$ cat config.mk
export PLATFORM = sky130hd
export DESIGN_NAME = iq_bit_mixer
export DESIGN_NICKNAME = d
export VERILOG_FILES = /design/src/rtl/iqmix_pkg.sv /design/src/rtl/ftw_align.sv /design/src/rtl/lo_nco.sv /design/src/rtl/bit_packer.sv /design/src/rtl/iq_bit_mixer.sv
export SDC_FILE = /design/constraint.sdc
export NUM_CORES = 1
export LEC_CHECK = 0
export BUFFER_PORTS_ARGS = -buffer_cell sky130_fd_sc_hd__buf_2
export CAP_MARGIN = 20
export CORE_MARGIN = 3
export CORE_UTILIZATION = 24
export CTS_CLUSTER_SIZE = 24
export DETAILED_ROUTE_END_ITERATION = 7
export GPL_TIMING_DRIVEN = 1
export SYNTH_ARGS = -nofsm -noshare
export SYNTH_HDL_FRONTEND = slang
export SYNTH_SLANG_ARGS = --single-unit
$ cat constraint.sdc
create_clock -name clk -period 2 [get_ports clk]
set_input_delay 0.3 -clock clk [delete_from_list [all_inputs] [get_ports clk]]
set_output_delay 0.3 -clock clk [all_outputs]
set_load 0.02 [all_outputs]
$ cat src/rtl/iqmix_pkg.sv
package iqmix_pkg;
   // Start phase of the cosine oscillator: three quarters of a turn.
   function automatic logic [63:0] cos_start(input int unsigned phase_w);
      logic [63:0] v;
      v = 64'd3 << (phase_w - 2);
      return v;
   endfunction

   typedef enum logic [1:0] {
      LANE_RX  = 2'd0,
      LANE_COS = 2'd1,
      LANE_SIN = 2'd2
   } lane_e;

   localparam int unsigned NUM_LANES = 3;
endpackage

$ cat src/rtl/ftw_align.sv
module ftw_align #(
   parameter int unsigned PHASE_W   = 32,
   parameter int unsigned ALIGN_LSB = 13,
   parameter bit          ALIGN_EN  = 1'b1
) (
   input  logic [PHASE_W-1:0] raw_ftw,
   output logic [PHASE_W-1:0] step_out
);
   generate
      if (ALIGN_EN) begin : g_round
         localparam logic [PHASE_W-1:0] HALF = PHASE_W'(1) << (ALIGN_LSB - 1);
         logic [PHASE_W-1:0] biased;
         always_comb begin
            biased   = raw_ftw + HALF;
            step_out = {biased[PHASE_W-1:ALIGN_LSB], {ALIGN_LSB{1'b0}}};
         end
      end else begin : g_pass
         assign step_out = raw_ftw;
      end
   endgenerate
endmodule

$ cat src/rtl/lo_nco.sv
module lo_nco #(
   parameter int unsigned PHASE_W = 32,
   parameter logic [PHASE_W-1:0] START = '0
) (
   input  logic               clk,
   input  logic               rst_n,
   input  logic               restart,
   input  logic [PHASE_W-1:0] step,
   output logic               lo_bit
);
   logic [PHASE_W-1:0] acc;

   always_ff @(posedge clk) begin
      if (!rst_n || restart) begin
         acc <= START;
      end else begin
         acc <= acc + step;
      end
   end

   assign lo_bit = acc[PHASE_W-1];
endmodule

$ cat src/rtl/bit_packer.sv
module bit_packer #(
   parameter int unsigned WORD_W = 32
) (
   input  logic              clk,
   input  logic              rst_n,
   input  logic              clear,
   input  logic              bit_in,
   output logic [WORD_W-1:0] word_now
);
   logic [WORD_W-2:0] sr;

   always_ff @(posedge clk) begin
      if (!rst_n || clear) begin
         sr <= '0;
      end else begin
         sr <= {sr[WORD_W-3:0], bit_in};
      end
   end

   // Oldest bit ends up in the MSB once WORD_W samples are in.
   assign word_now = {sr, bit_in};
endmodule

$ cat src/rtl/iq_bit_mixer.sv
module iq_bit_mixer #(
   parameter int unsigned PHASE_W   = 32,
   parameter int unsigned WORD_W    = 32,
   parameter int unsigned ALIGN_LSB = 13,
   parameter bit          ALIGN_EN  = 1'b1
) (
   input  logic               clk,
   input  logic               rst_n,
   input  logic               rx_bit,
   input  logic               ftw_load,
   input  logic [PHASE_W-1:0] ftw_in,
   output logic [WORD_W-1:0]  i_word,
   output logic [WORD_W-1:0]  q_word,
   output logic               mix_valid
);
   import iqmix_pkg::*;

   localparam int unsigned CNT_W = (WORD_W > 2) ? $clog2(WORD_W) : 1;
   localparam logic [CNT_W-1:0] LAST = CNT_W'(WORD_W - 1);
   localparam logic [PHASE_W-1:0] COS_START = PHASE_W'(cos_start(PHASE_W));
   localparam logic [PHASE_W-1:0] SIN_START = '0;

   generate
      if (PHASE_W < 4 || PHASE_W > 64) begin : g_bad_phase
         $error("iq_bit_mixer: PHASE_W must be in 4..64");
      end
      if (WORD_W < 3) begin : g_bad_word
         $error("iq_bit_mixer: WORD_W must be at least 3");
      end
      if (ALIGN_EN && (ALIGN_LSB < 1 || ALIGN_LSB >= PHASE_W)) begin : g_bad_align
         $error("iq_bit_mixer: ALIGN_LSB out of range");
      end
   endgenerate

   logic [PHASE_W-1:0] step_next, step_q;
   logic [CNT_W-1:0]   cnt;
   logic               cos_bit, sin_bit;
   logic [NUM_LANES-1:0]           lane_bits;
   logic [WORD_W-1:0]              lane_word [NUM_LANES];
   logic                           word_end;

   ftw_align #(
      .PHASE_W  (PHASE_W),
      .ALIGN_LSB(ALIGN_LSB),
      .ALIGN_EN (ALIGN_EN)
   ) u_align (
      .raw_ftw (ftw_in),
      .step_out(step_next)
   );

   lo_nco #(.PHASE_W(PHASE_W), .START(COS_START)) u_nco_cos (
      .clk    (clk),
      .rst_n  (rst_n),
      .restart(ftw_load),
      .step   (step_q),
      .lo_bit (cos_bit)
   );

   lo_nco #(.PHASE_W(PHASE_W), .START(SIN_START)) u_nco_sin (
      .clk    (clk),
      .rst_n  (rst_n),
      .restart(ftw_load),
      .step   (step_q),
      .lo_bit (sin_bit)
   );

   always_comb begin
      lane_bits           = '0;
      lane_bits[LANE_RX]  = rx_bit;
      lane_bits[LANE_COS] = cos_bit;
      lane_bits[LANE_SIN] = sin_bit;
   end

   generate
      for (genvar g = 0; g < NUM_LANES; g++) begin : g_lane
         bit_packer #(.WORD_W(WORD_W)) u_pack (
            .clk     (clk),
            .rst_n   (rst_n),
            .clear   (ftw_load),
            .bit_in  (lane_bits[g]),
            .word_now(lane_word[g])
         );
      end
   endgenerate

   assign word_end = (cnt == LAST);

   always_ff @(posedge clk) begin
      if (!rst_n) begin
         step_q    <= '0;
         cnt       <= '0;
         mix_valid <= 1'b0;
         i_word    <= '0;
         q_word    <= '0;
      end else if (ftw_load) begin
         step_q    <= step_next;
         cnt       <= '0;
         mix_valid <= 1'b0;
      end else begin
         mix_valid <= word_end;
         cnt       <= word_end ? '0 : cnt + 1'b1;
         if (word_end) begin
            i_word <= lane_word[LANE_RX] ^ lane_word[LANE_COS];
            q_word <= lane_word[LANE_RX] ^ lane_word[LANE_SIN];
         end
      end
   end
endmodule


==> results.json <==
{
  "status": "completed",
  "whs_ns": 0.0484,
  "drtIter0Drc": 190,
  "die_h_um": 200,
  "clock_sinks": 220,
  "ys_ff_latch": 220,
  "gp_congestion": 0.801,
  "io_pins": 101,
  "crit_arrival_ns": 2.43,
  "synthDistinctLibCells": 59,
  "yosysSeqAreaShare": 0.488,
  "die_area_um2": 39900,
  "ir_worst_vdd_v": 0.000550,
  "cts_tree": "built",
  "rr_endpoint": "u_nco_cos.acc[26]",
  "cp_data_required_time_ns": 2.44,
  "finalSetupViolCount": 0,
  "clock-root-buffer": "clkbuf_16",
  "grt_max_degree": 87,
  "final_common_cell": "dfxtp_1",
  "finalCritPeriodShare": 0.992,
  "crit_type": "flip-flop to flip-flop",
  "avgViaCountPerCell": 4.36,
  "timing.rr.start": "step_q[14]",
  "most-common-layout-cells": "213 x dfxtp_1, 110 x nor2_1, 99 x and2_1, 88 x buf_2, 85 x xnor2_1",
  "ant_nets": 0,
  "std_cell_rows": 70,
  "reg2reg_depth": 8,
  "num-fill-cells": 3826,
  "hold_viol": 0,
  "grt_pass1_vias": 6383,
  "hold_buffers": 0,
  "clk_latency_ns": 0.52,
  "pre_cts_ws_ns": -0.0847,
  "fp.dieW_um": 200,
  "syn_to_final_growth_pct": 25.4,
  "synth_edf_count": 0,
  "nNetsFinal": 1115,
  "mappedNetlistNets": 1002,
  "syn_inst": 925,
  "crit_slowest_cell": "a211oi_2",
  "slew_headroom": 0.723,
  "drt_wl_total_um": 20100,
  "clock_path_buffers": 3,
  "min_period_ns": 1.98,
  "syn_avg_cell_area_um2": 9.75,
  "syn_area_um2": 9020,
  "grt_util_all_layers": 0.0970,
  "cp-startpoint": "step_q[14]",
  "slew_violations": 0,
  "min_path_type": "input port to flip-flop",
  "cp_cell_sequence": "ha_4 -> a21oi_2 -> nand4b_1 -> a211oi_2 -> o21ai_2 -> buf_4 -> o21bai_4 -> mux2i_1",
  "fmax_ghz": 0.504,
  "grt_pass1_wl_um": 31700,
  "leakage_uw": 0.00427,
  "final_util": 0.307,
  "maxCapViolCount": 0,
  "drive_above_1_share": 0.211,
  "start_util": 0.245,
  "antenna_found_initial": 1,
  "fin_skew_ns": 0.0128,
  "tightest_slew_ns": 0.411,
  "routed-via-count": 6630,
  "p_per_area_nw_per_um2": 851,
  "synth_ff_type": "dfxtp_1",
  "drc": 0,
  "worstPathMaxFanout": 5,
  "wire_per_inst_um": 13.2,
  "portBuffers": 88,
  "setup_ws_ns": 0.0169,
  "dp_hpwl_um": 13600,
  "htree_levels": 1,
  "overflow": 0,
  "cp-endpoint": "u_nco_cos.acc[26]",
  "rsz0062_at_grt": "true",
  "coreArea_um2": 36800,
  "crit_path_end_kind": "flip-flop",
  "max_stage_delay_ns": 0.38,
  "critPathLaunchType": "flip-flop",
  "yosysWarnings": 0,
  "path_clk_slew_ns": 0.06,
  "cts_buffers": 25,
  "synthArstFlopShare": 0,
  "num_antenna_cells": 0,
  "dr.pass1.iters": 4,
  "r2r_slack_ns": 0.02
}
[report_power, final]
group / leakage [uW] / switching, uW / internal, uW
sequential: 0.00178 / 69.3 / 4470
clock: 0.000384 / 1750 / 2650
combinational: 0.00210 / 387 / 302
[repair_timing]
item	CTS	global route
hold endpoints to repair	0	0
resized for setup	8	37
buffers inserted	2	6
pin swaps	9	11
endpoints found under the setup margin	6	18
cloned	0	1
[stage by stage]
step	power, uW	cell area (um^2)	setup TNS, ns	std cells
floorplan	5050	9030	0	925
detailed placement	5260	10200	-0.227	1470
global route	10100	11300	-0.511	1519
global placement	5240	10200	-0.235	1470
CTS	9730	11000	0	1512
finish	9630	11300	0	1519
[synthesized netlist by cell type, types with 7 or more instances]
| cell | n | share of area |
|---|---|---|
| nand3_1 | 11 | 0.0061 |
| dfxtp_1 | 220 | 0.49 |
| nand2_1 | 31 | 0.013 |
| and3_1 | 9 | 0.0062 |
| nor2_1 | 111 | 0.046 |
| o211ai_1 | 7 | 0.0058 |
| xnor2_1 | 85 | 0.083 |
| a21oi_1 | 37 | 0.021 |
| clkbuf_1 | 32 | 0.013 |
| ha_1 | 39 | 0.054 |
| xor2_1 | 18 | 0.017 |
| inv_1 | 13 | 0.0054 |
| nand4_1 | 8 | 0.0055 |
| o21ai_0 | 18 | 0.010 |
| a211oi_1 | 79 | 0.066 |
| buf_2 | 7 | 0.0039 |
| nor3_1 | 14 | 0.0078 |
| o21a_1 | 7 | 0.0058 |
| and2_1 | 99 | 0.069 |
[sequential cells by signal, indices dropped and copies added (netlist names)]
signal,flops
u_nco_cos.acc,19
mix_valid,1
cnt,5
i_word,32
q_word,32
u_nco_sin.acc,19
step_q,19
g_lane.u_pack.sr,93
[cell families after synthesis]
| group | share of synthesized area |
|---|---|
| multiplexers | 0.00555 |
| XOR/XNOR | 0.100 |
| flip-flops | 0.488 |
| buffers and inverters | 0.0243 |
| AND/OR/NAND/NOR | 0.176 |
| adder cells (fa/ha/maj) | 0.0585 |
| AO/OA/AOI/OAI | 0.147 |
[cell type report]
| type | count | area (um^2) | share of cell area |
|---|---|---|---|
| clock inverters | 7 | 96.3 | 0.00852 |
| well taps | 468 | 586 | 0.0518 |
| clock buffers | 33 | 686 | 0.0606 |
| multi-input cells | 649 | 4640 | 0.410 |
| repair buffers | 128 | 828 | 0.0732 |
| inverters | 14 | 52.6 | 0.00465 |
| flip-flops and latches | 220 | 4420 | 0.391 |
[worst min path at each step]
| stage | start | end | slack (ns) | depth (start not counted) |
|---|---|---|---|---|
| CTS | rx_bit | g_lane[0].u_pack.sr[0] | 0.03 | 2 |
| global route | rx_bit | g_lane[0].u_pack.sr[0] | 0.05 | 2 |
| detailed placement | cnt[0] | cnt[0] | 0.45 | 1 |
| global placement | cnt[0] | cnt[0] | 0.44 | 1 |
| finish | rx_bit | g_lane[0].u_pack.sr[0] | 0.05 | 2 |
| floorplan | rx_bit | g_lane[0].u_pack.sr[0] | 0.42 | 1 |
[critical path: cells and delay by family, from the launching register on]
family / cells / cell delay (ns)
buf+inv: 1 / 0.17
fa+ha+maj: 1 / 0.26
compound gates: 4 / 0.69
mux: 1 / 0.18
flops: 1 / 0.37
simple gates: 1 / 0.23
[metal layers]
layer	share of wire	GRT usage	vias to the layer above
met5	0.00065	0	-
met3	0.041	0.0190	33
li1	-	-	3428
met4	0.026	0.0344	2
met2	0.44	0.154	105
met1	0.49	0.133	3062
Power figures use the tool's default switching activity.
